`config.mk`:
```
export PLATFORM = sky130hd
export DESIGN_NAME = incomp_predictor
export DESIGN_NICKNAME = d
export VERILOG_FILES = /design/src/rtl/incomp_pkg.sv /design/src/rtl/sym_presence_map.sv /design/src/rtl/distinct_counter.sv /design/src/rtl/window_tracker.sv /design/src/rtl/incomp_predictor.sv
export SDC_FILE = /design/constraint.sdc
export NUM_CORES = 1
export LEC_CHECK = 0
export CORE_ASPECT_RATIO = 1.4
export CORE_MARGIN = 3
export CORE_UTILIZATION = 25
export CTS_BUF_LIST = sky130_fd_sc_hd__clkbuf_8 sky130_fd_sc_hd__clkbuf_16
export CTS_CLUSTER_SIZE = 40
export DETAILED_ROUTE_END_ITERATION = 8
export DONT_BUFFER_PORTS = 1
export MAX_ROUTING_LAYER = met4
export PLACE_DENSITY_LB_ADDON = 0.2
export SYNTH_ARGS = -nofsm -noshare
export SYNTH_HDL_FRONTEND = slang
export SYNTH_SLANG_ARGS = --single-unit
```
`constraint.sdc`:
```
create_clock -name clk -period 8.48 [get_ports clk]
set_input_delay 0.848 -clock clk [delete_from_list [all_inputs] [get_ports clk]]
set_output_delay 0.848 -clock clk [all_outputs]
set_load 0.1 [all_outputs]
```
`src/rtl/incomp_pkg.sv`:
```
package incomp_pkg;

  localparam int unsigned SYM_W    = 8;
  localparam int unsigned SYM_VALS = 1 << SYM_W;

  typedef logic [SYM_W-1:0] sym_t;

  function automatic logic [15:0] sat_step(input logic [15:0] val,
                                           input logic [15:0] top,
                                           input logic        bump);
    if (bump && (val != top)) sat_step = val + 16'd1;
    else                      sat_step = val;
  endfunction

endpackage

```
`src/rtl/sym_presence_map.sv`:
```
module sym_presence_map
  import incomp_pkg::*;
(
  input  logic clk,
  input  logic rst,
  input  logic clr,
  input  logic set_en,
  input  sym_t sel,
  output logic seen
);

  logic [SYM_VALS-1:0] map_q;

  assign seen = map_q[sel];

  generate
    for (genvar v = 0; v < SYM_VALS; v++) begin : g_bit
      always_ff @(posedge clk) begin
        if (rst || clr)
          map_q[v] <= 1'b0;
        else if (set_en && (sel == sym_t'(v)))
          map_q[v] <= 1'b1;
      end
    end
  endgenerate

  AST_MAP_CLEARED: assert property (@(posedge clk) disable iff (rst)
    clr |=> (map_q == '0));

  AST_MAP_MARKED: assert property (@(posedge clk) disable iff (rst)
    (set_en && !clr) |=> map_q[$past(sel)]);

endmodule

```
`src/rtl/distinct_counter.sv`:
```
module distinct_counter
  import incomp_pkg::*;
#(
  parameter int unsigned CNT_W = 6
) (
  input  logic             clk,
  input  logic             rst,
  input  logic             clr,
  input  logic             bump,
  output logic [CNT_W-1:0] cnt_q,
  output logic [CNT_W-1:0] cnt_d
);

  localparam logic [15:0] CNT_TOP = 16'((1 << CNT_W) - 1);

  logic [15:0] stepped;

  assign stepped = sat_step(16'(cnt_q), CNT_TOP, bump);
  assign cnt_d   = clr ? '0 : stepped[CNT_W-1:0];

  always_ff @(posedge clk) begin
    if (rst) cnt_q <= '0;
    else     cnt_q <= cnt_d;
  end

  AST_CNT_NO_WRAP: assert property (@(posedge clk) disable iff (rst)
    !clr |=> (cnt_q >= $past(cnt_q)));

  AST_CNT_UNIT_STEP: assert property (@(posedge clk) disable iff (rst)
    !clr |=> ((cnt_q - $past(cnt_q)) <= CNT_W'(1)));

endmodule

```
`src/rtl/window_tracker.sv`:
```
module window_tracker #(
  parameter int unsigned WINDOW = 32
) (
  input  logic clk,
  input  logic rst,
  input  logic unit_start,
  input  logic tuple_vld,
  output logic accept,
  output logic last_accept
);

  localparam int unsigned TC_W = $clog2(WINDOW + 1);

  logic [TC_W-1:0] tcnt;
  logic            full;

  assign full        = (tcnt == TC_W'(WINDOW));
  assign accept      = tuple_vld && !unit_start && !full;
  assign last_accept = accept && (tcnt == TC_W'(WINDOW - 1));

  always_ff @(posedge clk) begin
    if (rst || unit_start) tcnt <= '0;
    else if (accept)       tcnt <= tcnt + TC_W'(1);
  end

  AST_TCNT_BOUND: assert property (@(posedge clk) disable iff (rst)
    tcnt <= TC_W'(WINDOW));

  AST_GAP_HOLDS: assert property (@(posedge clk) disable iff (rst)
    (!tuple_vld && !unit_start) |=> (tcnt == $past(tcnt)));

endmodule

```
`src/rtl/incomp_predictor.sv`:
```
module incomp_predictor
  import incomp_pkg::*;
#(
  parameter int unsigned TUPLE_W = 32,
  parameter int unsigned SEL_LSB = 16,
  parameter int unsigned WINDOW  = 32,
  parameter int unsigned CNT_W   = 6
) (
  input  logic               clk,
  input  logic               rst,
  input  logic               unit_start,
  input  logic               tuple_vld,
  input  logic [TUPLE_W-1:0] tuple_data,
  input  logic [CNT_W-1:0]   thresh,
  output logic               decide_vld,
  output logic               incompressible,
  output logic               stop
);

  sym_t             lane;
  logic             accept;
  logic             last_accept;
  logic             seen;
  logic             bump;
  logic [CNT_W-1:0] cnt_q;
  logic [CNT_W-1:0] cnt_d;
  logic             over;

  assign lane = tuple_data[SEL_LSB +: SYM_W];
  assign bump = accept && !seen;
  assign over = cnt_d > thresh;

  window_tracker #(.WINDOW(WINDOW)) u_win (
    .clk         (clk),
    .rst         (rst),
    .unit_start  (unit_start),
    .tuple_vld   (tuple_vld),
    .accept      (accept),
    .last_accept (last_accept)
  );

  sym_presence_map u_map (
    .clk    (clk),
    .rst    (rst),
    .clr    (unit_start),
    .set_en (accept),
    .sel    (lane),
    .seen   (seen)
  );

  distinct_counter #(.CNT_W(CNT_W)) u_cnt (
    .clk   (clk),
    .rst   (rst),
    .clr   (unit_start),
    .bump  (bump),
    .cnt_q (cnt_q),
    .cnt_d (cnt_d)
  );

  always_ff @(posedge clk) begin
    if (rst) begin
      decide_vld     <= 1'b0;
      incompressible <= 1'b0;
      stop           <= 1'b0;
    end else begin
      decide_vld <= last_accept;
      stop       <= last_accept && over;
      if (unit_start)       incompressible <= 1'b0;
      else if (last_accept) incompressible <= over;
    end
  end

  AST_STOP_ONLY_ON_DECISION: assert property (@(posedge clk) disable iff (rst)
    stop |-> (decide_vld && incompressible));

  AST_DECIDE_ONE_CYCLE: assert property (@(posedge clk) disable iff (rst)
    decide_vld |=> !decide_vld);

  AST_FLAG_HELD: assert property (@(posedge clk) disable iff (rst)
    (!unit_start && !last_accept) |=> (incompressible == $past(incompressible)));

  AST_START_CLEARS_FLAG: assert property (@(posedge clk) disable iff (rst)
    unit_start |=> (!incompressible && !decide_vld && !stop));

  AST_COUNT_WITHIN_WINDOW: assert property (@(posedge clk) disable iff (rst)
    decide_vld |-> (cnt_q <= CNT_W'(WINDOW)));

endmodule

```
### Yosys cells after proc, flatten, opt, wreduce, memory -nomap -nowiden

Index checks and enable logic that the tools add are counted.
W data, S select, Z words.

* bits in registers: 271
* input bits: 42
* output and inout bits: 3
* logic and storage cells: 795

* $add $sub $neg: 2
* order comparisons: 2
* equal/unequal tests: 258
* mux-type cells: 4
* reduce and logical (&&, ||, !) cells: 268

Operators by type and width (number)
* $eq A8 B8 Y1 const B: 128
* $eq A8 B7 Y1 const B: 64
* $logic_and A1 B1 Y1: 262
* $eq A8 B6 Y1 const B: 32
* $eq A8 B5 Y1 const B: 16
* $eq A8 B4 Y1 const B: 8
* $eq A8 B3 Y1 const B: 4
* $eq A8 B2 Y1 const B: 2
* $add A6 B1 Y6 const B: 2
* $mux W6: 2
* $lt A8 B9 Y1 const B: 1
* $bmux W1 S8: 1
* $eq A8 B1 Y1 const B: 1
* $logic_not A8 Y1: 1
* $eq A6 B5 Y1 const B: 1
* $eq A6 B6 Y1 const B: 1
* $gt A6 B6 Y1: 1
* $ne A6 B6 Y1 const B: 1
* $logic_not A1 Y1: 3
* $reduce_or A2 Y1: 1
* $logic_or A1 B1 Y1: 1
* $mux W1: 1

### Logic depth before layout (Yosys ltp)

Gate-level depths: netlist (run 1).

* word-level depth: 9
* mapped depth: 20
* depth with buffers taken out: 18

### Hierarchy

From an unflattened synthesis (run 1), not the netlist that was laid out.

* cell total of the unflattened synthesis: 1155
* area, all modules: 10821.6 µm²

Modules (own cells, without submodules)
* sym_presence_map: times used 1, cells each 1036, area each 9823.2 µm², sequential area each 5124.9 µm²
* distinct_counter: times used 1, cells each 46, area each 409.1 µm², sequential area each 120.1 µm²
* window_tracker: times used 1, cells each 40, area each 339.1 µm², sequential area each 120.1 µm²
* incomp_predictor: times used 1, cells each 33, area each 250.2 µm², sequential area each 60.1 µm²

### Least setup slack after synthesis (run 1)

Ideal clock, no wire load.

* path kind: input -> register
* from: in tuple_data[16]
* to: reg incompressible
* setup time: 0.128 ns
* data arrival time: 4.311 ns
* data required time: 8.352 ns
* path slack: 4.041 ns
* stages: 19
* buffers on the path: 4
* cells stage by stage: buf_6 buf_8 buf_6 buf_2 mux4_2 nand3_1 a31oi_1 o31ai_1 o2111ai_1 nor3_4 and4_4 mux2_1 ha_1 a21o_1 a21oi_1 o21ai_0 o21a_1 mux2i_1 nor2_1

* longest elaborated chain between the ends: 8

RTL lines
* start: declaration: RTL line incomp_predictor.sv:13 `input logic [TUPLE_W-1:0] tuple_data,`
* $bmux W1 S8: RTL line sym_presence_map.sv:14 `assign seen = map_q[sel];`
* $mux W1 (implied by the code): RTL line sym_presence_map.sv:14
* $logic_not A1 Y1: RTL line incomp_predictor.sv:30 `assign bump = accept && !seen;`
* $logic_and A1 B1 Y1: RTL line incomp_predictor.sv:30
* $logic_and A1 B1 Y1: RTL line incomp_pkg.sv:11 `if (bump && (val != top)) sat_step = val + 16'd1;`
* $mux W6: RTL line incomp_pkg.sv:11
* $mux W6: RTL line distinct_counter.sv:19 `assign cnt_d = clr ? '0 : stepped[CNT_W-1:0];`
* net cnt_d[3]: RTL line incomp_predictor.sv:26 `logic [CNT_W-1:0] cnt_d;`
* $gt A6 B6 Y1: RTL line incomp_predictor.sv:31 `assign over = cnt_d > thresh;`
* end signal: assignment: RTL line incomp_predictor.sv:69 `else if (last_accept) incompressible <= over;`
* end: declaration: RTL line incomp_predictor.sv:16 `output logic incompressible,`

The timed path passes the listed nets, and every way through them passes these cells. The select of a mux whose other input is x is not followed.
A chain may end at the register's enable or synchronous reset.

### Final worst setup path (run 1)

* from: reg u_win.tcnt[0]
* to: reg incompressible

* longest elaborated chain between the ends: 8
* elaborated cells between the ends (all ways): 10
* those cells by class: order compare (1); eq/ne (2); mux (2); reduce/logical (5)

RTL lines
* start: declaration: RTL line window_tracker.sv:14 `logic [TC_W-1:0] tcnt;`
* start signal: assignment: RTL line window_tracker.sv:23 `else if (accept) tcnt <= tcnt + TC_W'(1);`
* $eq A6 B6 Y1: RTL line window_tracker.sv:17 `assign full = (tcnt == TC_W'(WINDOW));`
* $logic_not A1 Y1: RTL line window_tracker.sv:18 `assign accept = tuple_vld && !unit_start && !full;`
* $logic_and A1 B1 Y1: RTL line window_tracker.sv:18
* $logic_and A1 B1 Y1: RTL line incomp_predictor.sv:30
* $logic_and A1 B1 Y1: RTL line incomp_pkg.sv:11
* $mux W6: RTL line incomp_pkg.sv:11
* $mux W6: RTL line distinct_counter.sv:19
* net cnt_d[3]: RTL line incomp_predictor.sv:26
* $gt A6 B6 Y1: RTL line incomp_predictor.sv:31

The timed path passes the listed nets, and every way through them passes these cells.

==> results.py, run 1 <==
metrics = {
    "run_status": {
        "status": "complete, no violations",
    },
    "global_routing": {
        "grt_pass1_wl_mm": 50.2,
        "grt_pass1_vias": 8286,
        "grt_remaining_overflow": 0,
        "antenna_found_initial": 0,
        "grt_max_degree": 84,
        "track_usage": 0.140,
    },
    "cts": {
        "h-tree-depth": 1,
        "cts_tree": "built",
        "hold_buffers": 0,
        "cts_resized": 0,
        "clk_pin_slew_ps": 60,
        "root_buffer": "clkbuf_16",
        "clkSinkCount": 271,
        "cts_buffer_depth": 3,
        "cts_made_buffers": 28,
        "clk_latency_ps": 540,
        "post_cts_buffers": 0,
    },
    "route": {
        "dr_total_vias": 8487,
        "ant_nets": 0,
        "first_iter_violations": 573,
        "wl_per_cell_um": 18.9,
        "wl_mm": 32.9,
        "drtPass1Iterations": 4,
        "via_per_inst": 4.88,
        "drc": 0,
    },
    "sta": {
        "drv_slew": 0,
        "fin_crit_sh": 0.527,
        "fin_crit_ps": 4470,
        "max_freq_mhz": 224,
        "max_slew_margin": 0.187,
        "clock-skew-final_ps": 8.43,
        "worst_pin_slew_ps": 1210,
        "hold_violations": 0,
        "hold_slack_ps": 377,
        "rsz0062_at_grt": "false",
        "fin_ws_ps": 4010,
        "setup_tns_ps": 0,
        "setup_viol": 0,
    },
    "synthesis": {
        "synth_top_area_share": 0.485,
        "synth-async-reset-ratio": 0,
        "synthTopCellsByArea": "dfxtp_1 (48%), a21oi_1 (12%), mux4_2 (10%), nor2_1 (10%), clkbuf_1 (3.0%)",
        "synth_enable_flop_cells": 0,
        "netlist_instances": 1223,
        "synth.avg_cell_area_um2": 9.15,
        "yosys_warnings": 0,
        "synthDistinctLibCells": 62,
        "postSynth.topFlopCell": "dfxtp_1",
        "syn_area_um2": 11200,
        "yosysTopAreaCell": "dfxtp_1",
        "synth_most_common_cell": "nor2_1",
        "yosysSeqAreaShare": 0.485,
        "syn_nets": 1274,
        "ys_seq_elements": 271,
        "synth_common_cells": "nor2_1 (297), dfxtp_1 (271), a21oi_1 (263), clkbuf_1 (88), mux4_2 (51)",
    },
    "floorplanning": {
        "core.rowCount": 91,
        "die_h_um": 256,
        "die_area_um2": 47400,
        "ios": 45,
        "core_um2": 44200,
        "start_util": 0.253,
        "die_x_um": 185,
    },
    "cells_and_area": {
        "layout-drive-gt1-share": 0.118,
        "design_area_um2": 12600,
        "syn_to_final_growth_pct": 12.8,
        "nets": 1213,
        "num_antenna_cells": 0,
    },
    "placement": {
        "globalplace.congestion": 0.762,
        "port_buffers": 0,
        "hpwl_mm": 19.8,
        "dp_slack_ps": 3680,
        "placed_area_um2": 11700,
    },
    "worst_setup_path": {
        "cp-end-kind": "register",
        "critPathLaunchType": "register",
        "cp.required_ps": 8890,
        "crit_arrival_ps": 4880,
        "crit_type": "register to register",
        "critPathMaxFanout": 15,
    },
    "hold_path": {
        "hold_path_class": "input pin to register",
    },
    "flow_run": {
        "max_cap_viol_count": 0,
    },
    "pwr": {
        "power_density_nw_per_um2": 207,
        "p_leak_nw": 4.34,
        "irDropWorstVdd_v": 0.000125,
    },
}
## power breakdown
part	leakage, nW	internal, mW	total, mW	switching [mW]
Clock	0.491	0.732	1.24	0.511
Combinational	1.67	0.0312	0.0960	0.0648
Sequential	2.18	1.27	1.27	0.000763
Total	4.34	2.04	2.61	0.577
## registers in the layout (all words and copies together) (netlist names)
register	flops
incompressible	1
decide_vld	1
u_win.tcnt	6
u_map.map_q	256
stop	1
u_cnt.cnt_q	6
## final timing paths
path / startpoint / to / slack (ps) / depth (start not counted)
hold / removal: rst / decide_vld / 380 / 1
hold reg to reg: u_map.map_q[254] / u_map.map_q[254] / 460 / 2
setup reg to reg: u_win.tcnt[0] / incompressible / 4010 / 17
setup / recovery: u_win.tcnt[0] / incompressible / 4010 / 17
## metal layers
| layer | up-vias | wire [um] | GRT usage |
|---|---|---|---|
| met5 | - | 0 | - |
| met3 | 55 | 1160 | 0.0206 |
| met1 | 4156 | 13700 | 0.162 |
| met4 | 0 | 1260 | 0.0536 |
| met2 | 124 | 16700 | 0.242 |
| li1 | 4152 | - | - |
## metrics by stage
stage,power [mW],cells,utilization
after floorplan,1.39,1223,-
after global placement,1.40,1690,0.265
after detailed placement,1.40,1690,0.265
after CTS,2.66,1740,0.286
after global routing,2.71,1740,0.286
final,2.61,1740,0.286
## logic make-up after synthesis
kind of cell	Yosys count	share of synthesized area
xor+xnor	6	0.00470
simple gates	421	0.167
mux	90	0.140
fa+ha+maj	9	0.0101
compound gates	309	0.149
buf+inv	117	0.0446
flops	271	0.485
## final cells by class
class | count | area, um2
Multi-Input combinational cell | 835 | 5410
Fill cell | 4648 | 31600
Inverter | 11 | 41.3
Clock inverter | 11 | 72.6
Tap cell | 558 | 698
Sequential cell | 271 | 5430
Timing Repair Buffer | 15 | 113
Clock buffer | 39 | 863
## critical path, cell delays in order (launching register included)
cell       delay [ps]
dfxtp_1           420
inv_1              60
ha_1              180
nor4b_1           160
a21oi_2           560
nand4_1           160
a2111oi_1         410
or4b_4            550
nor3_4            340
and4_4            280
mux2_1            330
ha_1              190
a21o_1            170
a21oi_1           120
o21ai_0            80
o21a_1            130
mux2i_1           130
nor2_1             50
## cell usage in the layout (no fill, tap or decap), types with 4 or more instances in the layout
cell type / instances
nor2_1: 297
dfxtp_1: 271
a21oi_1: 263
mux4_2: 51
mux2i_1: 32
clkbuf_16: 29
nand2_1: 27
inv_1: 17
buf_4: 15
nand3_1: 13
a22oi_1: 12
and2_1: 10
clkbuf_8: 10
nor3_1: 9
ha_1: 9
nor2b_1: 7
nand2b_1: 7
and3_1: 6
nor3_4: 6
nor3_2: 6
nand4_1: 5
mux2_2: 4
o211ai_1: 4
o21ai_0: 4
a31oi_1: 4
xor2_1: 4
clkinv_2: 4
Power figures use the tool's default switching activity.
==> run 2, diff against run 1 <==
--- a/config.mk
+++ b/config.mk
@@ -5,6 +5,7 @@
 export SDC_FILE = /design/constraint.sdc
 export NUM_CORES = 1
 export LEC_CHECK = 0
+export ABC_AREA = 1
 export CORE_ASPECT_RATIO = 1.4
 export CORE_MARGIN = 3
 export CORE_UTILIZATION = 25
==> constraint.sdc (replaced) <==
create_clock -name clk -period 3.9 [get_ports clk]
set_input_delay 0.39 -clock clk [delete_from_list [all_inputs] [get_ports clk]]
set_output_delay 0.39 -clock clk [all_outputs]
set_load 0.1 [all_outputs]
==> run 2 against run 1 <==
Sequential share of layout area is 2.6 points lower. Sequential cell count stayed put. Sequential power is 120% higher. Critical endpoint unchanged. Non-clock buffer count is 40 higher. Register-to-register slack worse by 3100 ps. Via count is 26% higher. First-iteration DRC count is 4.0% higher. Highest routed layer unchanged. Cell count is 35% higher. Critical path depth is 6 higher. Area after synthesis is 5.4% higher. Combinational power grew to 2.5 times the previous value. Cell area is 6.3% higher.
==> results.py, run 2 <==
metrics = {
    "run_status": {
        "status": "complete, no violations",
    },
    "cts": {
        "cts_made_buffers": 30,
        "cts_tree": "built",
        "clk_latency_ps": 570,
        "root_buffer": "clkbuf_16",
        "hold_buffers": 1,
        "cts_resized": 0,
        "clk_pin_slew_ps": 60,
        "clkSinkCount": 271,
        "cts_buffer_depth": 3,
        "h-tree-depth": 1,
        "post_cts_buffers": 0,
    },
    "global_routing": {
        "antenna_found_initial": 0,
        "grt_pass1_wl_mm": 58.6,
        "grt_remaining_overflow": 0,
        "grt_max_degree": 162,
        "grt_pass1_vias": 10200,
        "track_usage": 0.151,
    },
    "placement": {
        "placed_area_um2": 12500,
        "globalplace.congestion": 0.847,
        "dp.cells": 2294,
        "hpwl_mm": 23.0,
        "dp_slack_ps": 357,
        "port_buffers": 0,
    },
    "cells_and_area": {
        "top_regs": "u_map.map_q (256), u_cnt.cnt_q (6), u_win.tcnt (6)",
        "layout-drive-gt1-share": 0.0711,
        "nets": 1761,
        "design_area_um2": 13400,
        "layout_common_cells": "nand2_1 (501), nor2_1 (279), dfxtp_1 (271)",
        "largest-register": "u_map.map_q",
        "num_antenna_cells": 0,
        "fin_util": 0.290,
        "syn_to_final_growth_pct": 13.8,
        "mostFrequentLayoutCell": "nand2_1",
        "instances_no_fill": 2347,
        "largest_reg_flops": 256,
    },
    "route": {
        "wl_mm": 37.4,
        "dr_total_vias": 10700,
        "ant_nets": 0,
        "drtPass1Iterations": 5,
        "via_per_inst": 4.56,
        "drc": 0,
        "wl_per_cell_um": 15.9,
        "first_iter_violations": 596,
    },
    "synthesis": {
        "yosysSeqAreaShare": 0.460,
        "synth.avg_cell_area_um2": 6.81,
        "synth-async-reset-ratio": 0,
        "netlist_instances": 1732,
        "synth_most_common_cell": "nand2_1",
        "synthTopCellsByArea": "dfxtp_1 (46%), nand2_1 (16%), a21oi_1 (11%), nor2_1 (8.9%), inv_1 (3.7%)",
        "yosys_warnings": 0,
        "synth_enable_flop_cells": 0,
        "ys_seq_elements": 271,
        "postSynth.topFlopCell": "dfxtp_1",
        "syn_nets": 1783,
        "syn_area_um2": 11800,
        "synth_top_area_share": 0.460,
        "synth_common_cells": "nand2_1 (501), nor2_1 (280), dfxtp_1 (271), a21oi_1 (268), inv_1 (115)",
        "synthDistinctLibCells": 32,
        "yosysTopAreaCell": "dfxtp_1",
    },
    "flow_run": {
        "max_cap_viol_count": 0,
    },
    "sta": {
        "worst_pin_slew_ps": 1240,
        "hold_slack_ps": 100,
        "clock-skew-final_ps": 16.9,
        "fin_crit_ps": 3030,
        "fin_crit_sh": 0.777,
        "fin_ws_ps": 870,
        "setup_tns_ps": 0,
        "rsz0062_at_grt": "false",
        "max_slew_margin": 0.172,
        "setup_viol": 0,
        "max_freq_mhz": 330,
        "drv_slew": 0,
        "hold_violations": 0,
    },
    "floorplanning": {
        "ios": 45,
        "core.rowCount": 93,
        "start_util": 0.255,
        "core_um2": 46300,
        "die_h_um": 263,
        "die_x_um": 190,
        "die_area_um2": 49800,
    },
    "worst_setup_path": {
        "cp.required_ps": 4390,
        "critPathMaxFanout": 161,
        "crit_type": "input pin to register",
        "cp-end-kind": "register",
        "r2r_cells": 23,
        "critPathLaunchType": "input pin",
        "crit_arrival_ps": 3520,
    },
    "hold_path": {
        "hold_path_class": "input pin to register",
        "hold_depth": 3,
    },
    "pwr": {
        "irDropWorstVdd_v": 0.000239,
        "p_leak_nw": 5.06,
        "power_density_nw_per_um2": 421,
        "total_power_mw": 5.66,
    },
}
==> run 2: cell types whose count changed after synthesis, moves of 10 or more <==
cell	before	now
nand2_1	27	501
mux4_2	51	0
nor2_1	297	280
clkbuf_1	88	58
and2_1	10	0
nand4_1	5	16
nand3_1	13	45
mux2i_1	32	0
o21ai_1	3	48
a22oi_1	12	0
buf_2	11	23
buf_6	4	16
inv_1	11	115
o21ai_0	4	20
==> run 2: path summary, 6_finish.rpt <==
check | start | to | slack (ps)
min reg2reg | u_map.map_q[32] | u_map.map_q[32] | 450
max | tuple_data[16] | incompressible | 870
max reg2reg | u_map.map_q[75] | incompressible | 920
min | unit_start | u_cnt.cnt_q[3] | 100
==> run 2: cell families after synthesis <==
| group | count (synthesis) | share of synthesized area |
|---|---|---|
| flip-flops | 271 | 0.460 |
| adder cells (fa/ha/maj) | 9 | 0.00955 |
| AO/OA/AOI/OAI | 341 | 0.145 |
| buffers and inverters | 227 | 0.0863 |
| AND/OR/NAND/NOR | 880 | 0.296 |
| XOR/XNOR | 4 | 0.00297 |
==> run 2: final cells by class <==
type | count | area, um2
Clock buffer | 35 | 831
Clock inverter | 17 | 73.8
Fill cell | 5181 | 32900
Inverter | 118 | 443
Multi-Input combinational cell | 1234 | 5440
Sequential cell | 271 | 5430
Tap cell | 617 | 772
Timing Repair Buffer | 55 | 440
==> run 2: metal layers <==
layer / vias up / part of all wire / global-route usage
met2: 209 / 0.49 / 0.259
met3: 58 / 0.044 / 0.0211
met4: 0 / 0.029 / 0.0478
li1: 5447 / - / -
met1: 4984 / 0.44 / 0.184
met5: - / 0 / -
==> run 2: worst max-delay path, cell delays in order <==
cell	delay, ps
nand2_2	490
nor2_1	80
nor2_1	130
nand2_1	60
nand2_1	50
nand2_1	100
o21ai_1	230
nand2_1	90
nor2_1	100
nor2_1	50
nor2_2	340
nand2_2	160
nand2_1	90
nand2_1	50
nand2_1	70
inv_1	50
ha_1	280
nand2_1	50
nor2_1	130
o21ai_0	110
o211ai_1	120
nand3_1	110
a21oi_1	120
==> run 2: report_power, final <==
part / leakage, nW / total [mW] / internal [mW] / switching (mW)
sequential: 2.18 / 2.77 / 2.77 / 0.00174
clock: 0.495 / 2.64 / 1.49 / 1.15
combinational: 2.39 / 0.241 / 0.0452 / 0.196
==> run 3, diff against run 2 <==
==> constraint.sdc (replaced) <==
create_clock -name clk -period 2.5 [get_ports clk]
set_input_delay 0.25 -clock clk [delete_from_list [all_inputs] [get_ports clk]]
set_output_delay 0.25 -clock clk [all_outputs]
set_load 0.1 [all_outputs]
==> run 3 against run 2 <==
The flow now finishes with violations (setup timing). Sequential cell count did not move. Non-clock buffer count rose by 121. Sequential power rose by 56%.
==> results.py, run 3 (same netlist as run 2, synthesis figures left out) <==
metrics = {
    "worst_setup_path": {
        "cp.required_ps": 2930,
        "r2r_end": "u_win.tcnt[0]",
        "critPathLaunchType": "register",
        "r2r_cells": 20,
        "r2r-start": "u_win.tcnt[0]",
        "crit_type": "register to register",
        "crit_start": "u_win.tcnt[0]",
        "cp-end-kind": "register",
        "crit_arrival_ps": 3090,
        "critPathMaxFanout": 2,
        "r2r_slack_ps": -160,
    },
    "sta": {
        "hold_slack_ps": 56.4,
        "worst_pin_slew_ps": 929,
        "clock-skew-final_ps": 14.2,
        "fin_crit_ps": 2660,
        "drv_slew": 0,
        "fin_ws_ps": -159,
        "setup_tns_ps": -321,
        "max_freq_mhz": 376,
        "setup_viol": 3,
        "rsz0062_at_grt": "true",
        "fin_crit_sh": 1.06,
        "max_slew_margin": 0.380,
        "hold_violations": 0,
    },
    "cts": {
        "clkSinkCount": 271,
        "root_buffer": "clkbuf_16",
        "clk_pin_slew_ps": 70,
        "cts_buffer_depth": 3,
        "cts_tree": "built",
        "clk_latency_ps": 570,
        "h-tree-depth": 1,
        "cts_made_buffers": 30,
    },
    "placement": {
        "globalplace.congestion": 0.852,
        "placed_area_um2": 13400,
        "port_buffers": 0,
        "hpwl_mm": 25.8,
        "dp_slack_ps": -498,
    },
    "global_routing": {
        "grt_pass1_wl_mm": 63.7,
        "grt_max_degree": 162,
        "grt_pass1_vias": 11000,
        "track_usage": 0.167,
        "antenna_found_initial": 0,
        "grt_remaining_overflow": 0,
    },
    "cells_and_area": {
        "largest-register": "u_map.map_q",
        "num_antenna_cells": 0,
        "syn_to_final_growth_pct": 26.3,
        "layout-drive-gt1-share": 0.166,
        "nets": 1882,
        "design_area_um2": 14900,
        "layout_common_cells": "nand2_1 (490), nor2_1 (275), dfxtp_1 (266)",
        "top_regs": "u_map.map_q (256), u_cnt.cnt_q (6), u_win.tcnt (6)",
        "mostFrequentLayoutCell": "nand2_1",
        "fillers": 5128,
        "largest_reg_flops": 256,
    },
    "pwr": {
        "irDropWorstVdd_v": 0.000558,
        "power_density_nw_per_um2": 659,
        "p_leak_nw": 5.77,
    },
    "route": {
        "wl_mm": 41.2,
        "wl_per_cell_um": 16.7,
        "via_per_inst": 4.58,
        "drc": 0,
        "drtPass1Iterations": 6,
        "first_iter_violations": 679,
        "ant_nets": 0,
        "dr_total_vias": 11300,
    },
    "hold_path": {
        "min_to": "u_map.map_q[16]",
        "hold_path_class": "input pin to register",
        "worstHoldStart": "rst",
        "hold_depth": 2,
    },
    "floorplanning": {
        "start_util": 0.255,
        "core_um2": 46300,
        "ios": 45,
        "die_x_um": 190,
        "die_h_um": 263,
        "core.rowCount": 93,
        "die_area_um2": 49800,
    },
    "run_status": {
        "status": "complete, but fails checks",
        "violations": "setup timing",
    },
    "flow_run": {
        "max_cap_viol_count": 0,
    },
}
[run 3: metrics by stage]
step	power (mW)	std cells	utilization
after global placement	4.86	2392	0.288
after CTS	9.94	2470	0.319
final	9.82	2472	0.321
after detailed placement	4.86	2392	0.288
after global routing	10.1	2472	0.321
after floorplan	4.71	1732	-
[run 3: cell type report]
type	instances	area (um2)	share of cell area
well taps	617	772	0.0519
inverters	118	443	0.0298
multi-input cells	1234	5610	0.377
repair buffers	176	1490	0.0998
flip-flops and latches	271	5430	0.365
clock buffers	44	955	0.0641
clock inverters	12	188	0.0126
[run 3: worst max path at each step]
stage / endpoint
floorplan: incompressible
CTS: incompressible
global route: incompressible
detailed placement: incompressible
finish: u_win.tcnt[0]
global placement: incompressible
[run 3: routing by layer]
layer  vias to the layer above  routed length, um  GRT usage
met5                         -                  0          -
met4                         0               1550     0.0642
met3                        77               1840     0.0240
met2                       229              20400      0.286
met1                      5318              17400      0.196
li1                       5694                  -          -
[run 3: power breakdown]
part | internal, mW | switching, mW
sequential | 4.32 | 0.00233
clock | 3.14 | 1.88
combinational | 0.143 | 0.332
[run 3: what timing repair did]
| action | 4_1_cts | 5_1_grt |
|---|---|---|
| setup endpoints to repair | 2 | 3 |
| gates resized for setup | 29 | 39 |
| hold buffers | 1 | 0 |
| pin swaps | 32 | 36 |
| buffers inserted | 21 | 2 |
| endpoints found under the hold margin | 7 | 0 |
[run 3: worst max-delay path, stage by stage (launching register included)]
cell and delay, ps:
dfxtp_2 340, inv_2 50, buf_4 130, buf_4 120
buf_4 120, buf_4 120, buf_4 120, buf_4 120
buf_4 120, buf_4 120, buf_4 120, buf_4 120
buf_4 120, buf_4 120, buf_4 120, buf_4 120
buf_4 120, buf_4 120, buf_4 120, nand2_1 50
a21oi_1 50
